===== config.mk =====
export PLATFORM = sky130hd
export DESIGN_NAME = tdm_strobe_gen
export DESIGN_NICKNAME = d
export VERILOG_FILES = /design/src/rtl/tdm_strobe_pkg.sv /design/src/rtl/tdm_strobe_ctrl.sv /design/src/rtl/tdm_strobe_dp.sv /design/src/rtl/tdm_strobe_gen.sv
export SDC_FILE = /design/constraint.sdc
export NUM_CORES = 1
export LEC_CHECK = 0
export BUFFER_PORTS_ARGS = -buffer_cell sky130_fd_sc_hd__buf_4
export CAP_MARGIN = 5
export CELL_PAD_IN_SITES_DETAIL_PLACEMENT = 1
export CELL_PAD_IN_SITES_GLOBAL_PLACEMENT = 2
export CORE_MARGIN = 5
export CORE_UTILIZATION = 35
export CTS_CLUSTER_SIZE = 25
export DETAILED_ROUTE_END_ITERATION = 7
export MAX_ROUTING_LAYER = met4
export PLACE_DENSITY = 0.86
export SYNTH_ARGS = -nofsm -noshare
export SYNTH_HDL_FRONTEND = slang
export SYNTH_SLANG_ARGS = --single-unit

===== constraint.sdc =====
create_clock -name clk -period 2.7 [get_ports clk]
set_input_delay 0.135 -clock clk [delete_from_list [all_inputs] [get_ports clk]]
set_output_delay 0.135 -clock clk [all_outputs]
set_load 0.01 [all_outputs]

===== src/rtl/tdm_strobe_pkg.sv =====
package tdm_strobe_pkg;

  localparam int NUM_SLOTS = 32;
  localparam int SLOT_BITS = 8;
  localparam int NEXT_OFF  = 1;
  localparam int DCH_OFF   = 3;
  localparam int DCH_BITS  = 2;
  localparam int NUM_WIN   = 3;

  localparam int SLOT_W = $clog2(NUM_SLOTS);
  localparam int BIT_W  = $clog2(SLOT_BITS);
  localparam int POS_W  = SLOT_W + BIT_W;
  localparam int REG_W  = NUM_WIN + SLOT_W;

  typedef struct packed {
    logic              enBase;
    logic              enNext;
    logic              enDch;
    logic [SLOT_W-1:0] baseSlot;
  } slotCfg_t;

  typedef struct packed {
    logic     frameStart;
    slotCfg_t cfgUse;
  } ctrlStrobe_t;

  function automatic int winOffset(input int w);
    case (w)
      0:       return 0;
      1:       return NEXT_OFF;
      default: return DCH_OFF;
    endcase
  endfunction

  function automatic int winLen(input int w);
    return (w == 2) ? DCH_BITS : SLOT_BITS;
  endfunction

  function automatic logic winEnable(input slotCfg_t c, input int w);
    case (w)
      0:       return c.enBase;
      1:       return c.enNext;
      default: return c.enDch;
    endcase
  endfunction

endpackage


===== src/rtl/tdm_strobe_ctrl.sv =====
module tdm_strobe_ctrl
  import tdm_strobe_pkg::*;
(
  input  logic             clk,
  input  logic             rst_n,
  input  logic             fsync,
  input  logic             wrEn,
  input  logic [REG_W-1:0] wrData,
  output logic [REG_W-1:0] rdData,
  output ctrlStrobe_t      ctrlOut
);

  slotCfg_t shadowCfg;
  slotCfg_t activeCfg;
  logic     fsyncQ;
  logic     syncEdge;

  assign syncEdge = fsync & ~fsyncQ;

  always_ff @(posedge clk or negedge rst_n) begin
    if (!rst_n) begin
      fsyncQ <= 1'b0;
    end else begin
      fsyncQ <= fsync;
    end
  end

  always_ff @(posedge clk or negedge rst_n) begin
    if (!rst_n) begin
      shadowCfg <= '0;
    end else if (wrEn) begin
      shadowCfg <= slotCfg_t'(wrData);
    end
  end

  always_ff @(posedge clk or negedge rst_n) begin
    if (!rst_n) begin
      activeCfg <= '0;
    end else if (syncEdge) begin
      activeCfg <= shadowCfg;
    end
  end

  always_comb begin
    ctrlOut.frameStart = syncEdge;
    ctrlOut.cfgUse     = syncEdge ? shadowCfg : activeCfg;
  end

  assign rdData = REG_W'(shadowCfg);

  assert_write_readback_R2: assert property (@(posedge clk) disable iff (!rst_n)
    wrEn |=> rdData == $past(wrData));

  assert_cfg_hold_R8: assert property (@(posedge clk) disable iff (!rst_n)
    !ctrlOut.frameStart |=> $stable(activeCfg));

endmodule


===== src/rtl/tdm_strobe_dp.sv =====
module tdm_strobe_dp
  import tdm_strobe_pkg::*;
(
  input  logic        clk,
  input  logic        rst_n,
  input  logic        cfgGated,
  input  ctrlStrobe_t ctrlIn,
  output logic        strobeOut
);

  logic [POS_W-1:0]  posQ;
  logic [POS_W-1:0]  posNext;
  logic [SLOT_W-1:0] slotNext;
  logic [BIT_W-1:0]  bitNext;
  logic [NUM_WIN-1:0] winHit;
  logic              strobeQ;

  always_comb begin
    posNext  = ctrlIn.frameStart ? '0 : posQ + 1'b1;
    slotNext = posNext[POS_W-1:BIT_W];
    bitNext  = posNext[BIT_W-1:0];
  end

  for (genvar w = 0; w < NUM_WIN; w++) begin : g_win
    localparam int OFF = winOffset(w);
    localparam int LEN = winLen(w);
    logic              winEn;
    logic [SLOT_W-1:0] target;
    logic              inLen;
    assign winEn     = winEnable(ctrlIn.cfgUse, w);
    assign target    = ctrlIn.cfgUse.baseSlot + SLOT_W'(OFF);
    assign inLen     = {1'b0, bitNext} < (BIT_W+1)'(LEN);
    assign winHit[w] = winEn && (slotNext == target) && inLen;
  end

  always_ff @(posedge clk or negedge rst_n) begin
    if (!rst_n) begin
      posQ    <= '0;
      strobeQ <= 1'b0;
    end else begin
      posQ    <= posNext;
      strobeQ <= |winHit;
    end
  end

  // Strobe changes on the rising edge while the low phase is not yet open.
  assign strobeOut = cfgGated ? (strobeQ & ~clk) : strobeQ;

  assert_pos_restart_R3: assert property (@(posedge clk) disable iff (!rst_n)
    ctrlIn.frameStart |=> posQ == '0);

  assert_pos_advance_R3: assert property (@(posedge clk) disable iff (!rst_n)
    !ctrlIn.frameStart |=> posQ == POS_W'($past(posQ) + 1'b1));

  assert_quiet_when_off_R7: assert property (@(posedge clk) disable iff (!rst_n)
    !(ctrlIn.cfgUse.enBase | ctrlIn.cfgUse.enNext | ctrlIn.cfgUse.enDch) |=> !strobeQ);

  assert_dch_width_R6: assert property (@(posedge clk) disable iff (!rst_n)
    (strobeQ && (posQ[BIT_W-1:0] >= BIT_W'(DCH_BITS)))
      |-> ($past(ctrlIn.cfgUse.enBase) || $past(ctrlIn.cfgUse.enNext)));

endmodule


===== src/rtl/tdm_strobe_gen.sv =====
module tdm_strobe_gen
  import tdm_strobe_pkg::*;
(
  input  logic       clk,
  input  logic       rst_n,
  input  logic       fsync,
  input  logic       wrEn,
  input  logic [7:0] wrData,
  input  logic       cfgGated,
  output logic [7:0] rdData,
  output logic       strobeOut
);

  ctrlStrobe_t ctrlBus;

  tdm_strobe_ctrl u_ctrl (
    .clk     (clk),
    .rst_n   (rst_n),
    .fsync   (fsync),
    .wrEn    (wrEn),
    .wrData  (wrData),
    .rdData  (rdData),
    .ctrlOut (ctrlBus)
  );

  tdm_strobe_dp u_dp (
    .clk       (clk),
    .rst_n     (rst_n),
    .cfgGated  (cfgGated),
    .ctrlIn    (ctrlBus),
    .strobeOut (strobeOut)
  );

endmodule


* After elaboration in Yosys (flattened, before gate mapping)
Index checks and enable logic that the tools add are counted.
** Word-level totals
- Bits in registers :: 26
- Latch bits :: 0
- Memory bits (writable) :: 0
- Bits in read-only memories :: 0
- Output and inout bits :: 9
- Logic and storage cells :: 30
- Memories :: 0
** Cells by class
- Add/sub/neg operators :: 3
- $mul :: 0
- Divide/modulo/power cells :: 0
- $lt $le $gt $ge :: 1
- Eq/ne operators :: 3
- Shift-type cells :: 0
- Multiplexer cells :: 3
- Bitwise gates (word level) :: 4
- Reduce and logical (&&, ||, !) cells :: 5
** Operators by type and width (count)
- $mux W8 :: 2
- $eq A5 B5 Y1 :: 3
- $add A8 B1 Y8 const B :: 1
- $add A5 B1 Y5 const B :: 1
- $add A5 B2 Y5 const B :: 1
- $logic_and A1 B1 Y1 :: 4
- $lt A3 B2 Y1 const B :: 1
- $reduce_or A3 Y1 :: 1
- $and A1 B1 Y1 :: 2
- $not A1 Y1 :: 2
- $mux W1 :: 1

* Logic depth before layout (Yosys ltp)
- Depth in word-level cells :: 8
- Depth in mapped cells :: 11

* By module
From an unflattened synthesis, not the netlist that was laid out.
** Second synthesis, totals
- Cells, all modules :: 119
- Area total of the unflattened synthesis :: 1422.6 um^2
** Modules (own cells, without submodules)
- tdm_strobe_dp :: instances 1, cells an instance 81, area an instance 745.7 um^2
- tdm_strobe_ctrl :: instances 1, cells an instance 38, area an instance 676.9 um^2

==> run summary <==
- 0 — antenna violation net count after detailed routing
- 1.00 — ys async rst share
- 0.660 — Slew Limit Headroom
- 0 — CTS resizes
- 0 — number of inserted diodes
- 0 — EDFF count, synth
- 0.442 — proportion of netlist area held by the largest area contributor
- in -> reg — type of the worst min-delay path
- 1405 — vias in the first global route
- 204 — Final #Nets
- 0.956 — routability congestion estimate
- 2650 ps — min cycle time layout
- 4 — CP max FO
- 0 — number of setup violations in the final report
- input port — Worst setup SP type
- 0.00560 mm^2 — Die Area
- dfrtp_1 — cell type with the largest total area after synthesis
- done — CTS tree
- 44 — number of unique standard cell types used by synthesis
- 0.241 — fraction of layout cells with a size suffix above 1
- 3770 um — total wirelength of the detailed-routed design
- in -> reg — kind of critical path
- 0 — Yosys warnings
- 6550 um — global-route wire length before repair
- 0.00403 mm^2 — placeable core region
- 26 — number of register bits inferred by synthesis
- 2950 ps — critical path data arrival time
- 4 — TritonRoute pass-1 iters
- 27 — pin count of the biggest net entering global routing
- 23 — FP Rows
- dlygate4sd3_1 — library cell contributing the largest single delay on the critical path
- 1.21 mW — total power of the final layout
- 377 MHz — maximum clock rate
- 5.31 — number of vias per cell after detailed routing
- 3000 ps — WP data required
- 8 — logic depth of the worst register-to-register path
- dlygate4sd3_1 > buf_4 > nand2b_1 > mux2_2 > inv_1 > ha_1 > or3_1 > a2111oi_0 > o2111ai_1 > o221ai_1 — cells along the critical path
- 237 — non-filler cells in the finished layout
- wrEn — launch point of the worst hold path
- 2760 um — estimated wirelength of the detail-placed design
- 0.268 mV — worst ir drop on vdd
- buffers and inverters — crit-path leading delay family
- 0.841 nW — reported leakage power
- 74.9 um — Die Y-Extent
- flip-flop — category of the worst setup path capture point
- 0 — number of max-slew violations in the final report
- 0 ps — Setup TNS Final
- 90 ps — post-CTS clock slew at the launch and capture registers of the worst setup and hold paths
- 80 ps — FF-to-FF setup slack
- 0.983 — final critical-path share of the clock period
- 64 — Detailed Route Iter0 Violations
- 74.9 um — width of the die
- 550 ps — Critical Path Max Stage Delay
- 0.00147 mm^2 — post-synthesis instance area
- u_ctrl.fsyncQ — worst r2r src
- 15.9 um — WL/cell
- dfrtp_1 — Top FF cell, synth
- 3 — Crit path buffers/inverters
- 167 — Net Count, Synth
- 0 — number of antenna violations at the first check in global routing
- 45.5 ps — worst setup margin
- 645 mW/mm^2 — power per cell area
- 380 ps — later-pin clock latency in the skew report
- 151 — synthesized netlist cell count
- 0.442 — share of the yosys chip area belonging to registers
- u_ctrl.rdData[1] — worst hold path endpoint
- 175 ps — Post-Place Setup Slack
- 0 — DRC violations left
- 22 — I/O pin total
- 1.99 ps — Clock Skew
- finished clean — result of the run
- 0.161 — Overall Global Routing Usage
- 98.8 ps — final worst hold slack
- 27.9% — Area growth, synth to finish
- fsync — worst setup path startpoint
- 497 ps — Worst Max-Slew Pin Slew
- 220 — number of placed instances, taps included
- 9.75 um^2 — mean instance size in the synthesized netlist
- 0.366 — initial core utilization
- 21 — port buffer count
- no — setup repair after global routing missed its margin
- dfrtp_1 (44%), mux2_2 (7.6%), nand2_1 (4.3%), a21oi_1 (3.4%), xnor2_1 (3.0%) — ranking of synthesized cells by area
- 2 — cell count of the worst hold path
- 1259 — detailed-route via count
- 0 — final-report hold violation count
- 0 — Maximum Capacitance Violations
- 0 — overflow left after global routing
- 466 — filler cell count in the final layout
- u_dp.strobeQ — reg-to-reg endpoint
[synth_stat cells (2+ instances only)]
| library cell | count |
|---|---|
| o221ai_1 | 3 |
| nor3_1 | 3 |
| nand2b_1 | 2 |
| o21ai_0 | 5 |
| a2111oi_0 | 2 |
| nand2_1 | 17 |
| mux2_2 | 10 |
| clkbuf_1 | 2 |
| or2_2 | 2 |
| xor2_1 | 4 |
| and3_1 | 2 |
| inv_1 | 6 |
| nand3b_1 | 2 |
| dfrtp_1 | 26 |
| or3_1 | 5 |
| nor2_1 | 7 |
| xnor2_1 | 5 |
| nand3_1 | 7 |
| buf_2 | 2 |
| nor2b_1 | 4 |
| a21oi_1 | 10 |
| ha_1 | 3 |
[power by group]
part / internal, mW / total [mW] / switching (mW)
logic: 0.157 / 0.326 / 0.169
clock network: 0.229 / 0.378 / 0.149
registers: 0.447 / 0.510 / 0.0634
total: 0.833 / 1.21 / 0.381
[layout make-up]
cell class / instances / area [um^2] / area share
Clock buffer: 8 / 104 / 0.0551
Inverter: 6 / 22.5 / 0.0120
Multi-Input combinational cell: 114 / 771 / 0.409
Sequential cell: 26 / 651 / 0.346
Tap cell: 50 / 62.6 / 0.0332
Timing Repair Buffer: 33 / 273 / 0.145
[through the flow]
| step | utilization | instance area, um^2 |
|---|---|---|
| floorplan | - | 1470 |
| global placement | 0.419 | 1690 |
| detailed placement | 0.419 | 1690 |
| CTS | 0.467 | 1880 |
| global route | 0.467 | 1880 |
| finish | 0.467 | 1880 |
[worst max path at each step]
| stage | end | slack [ps] | cells past startpoint |
|---|---|---|---|
| 2_1_floorplan | u_dp.strobeQ | 440 | 9 |
| 3_3_place_gp | u_dp.strobeQ | 350 | 8 |
| 3_5_place_dp | u_dp.strobeQ | 170 | 8 |
| 4_1_cts | u_dp.strobeQ | 80 | 10 |
| 5_1_grt | u_dp.strobeQ | 4 | 10 |
| 6_report | u_dp.strobeQ | 50 | 10 |
[flip-flops by register name, summed over array words and instances, names as in the netlist]
name	cells
u_ctrl.activeCfg	8
u_dp.strobeQ	1
u_ctrl.rdData	8
u_ctrl.fsyncQ	1
u_dp.posQ	8
[worst reg2reg max path: stages, from the launching register on]
cell       delay (ps)
dfrtp_1           360
nand2b_1          230
mux2_2            410
inv_1             110
ha_1              260
or3_1             370
a2111oi_0         520
o2111ai_1         170
o221ai_1          110
[cell families after synthesis]
group / share of synthesized area
AO/OA/AOI/OAI: 0.129
XOR/XNOR: 0.0535
adder cells (fa/ha/maj): 0.0255
buffers and inverters: 0.0348
flip-flops: 0.442
multiplexers: 0.0926
AND/OR/NAND/NOR: 0.223
[layout by cell type (no fill, tap or decap), types with 2 or more instances in the layout]
cell type / count
nand3_1: 7
o21ai_0: 5
xnor2_1: 5
nand3b_1: 2
o221ai_1: 3
dlygate4sd3_1: 10
a2111oi_0: 2
inv_1: 6
and3_1: 2
clkbuf_8: 7
nand2b_1: 2
mux2_2: 10
ha_1: 3
dfrtp_1: 26
nor2b_1: 4
or3_1: 5
nor3_1: 3
buf_4: 24
or2_2: 2
xor2_1: 4
a21oi_1: 10
nor2_1: 7
nand2_1: 17
[routing by layer]
| metal | vias up | global-route usage | share of wire |
|---|---|---|---|
| met5 | - | - | 0 |
| met4 | 0 | 0.0534 | 0.014 |
| met3 | 5 | 0.0467 | 0.032 |
| met2 | 25 | 0.243 | 0.49 |
| met1 | 617 | 0.208 | 0.47 |
| li1 | 612 | - | - |
[repair_timing]
item	CTS	global route
setup buffers	0	0
hold endpoints to repair	35	0
hold buffers	10	0
Power figures use the tool's default switching activity.
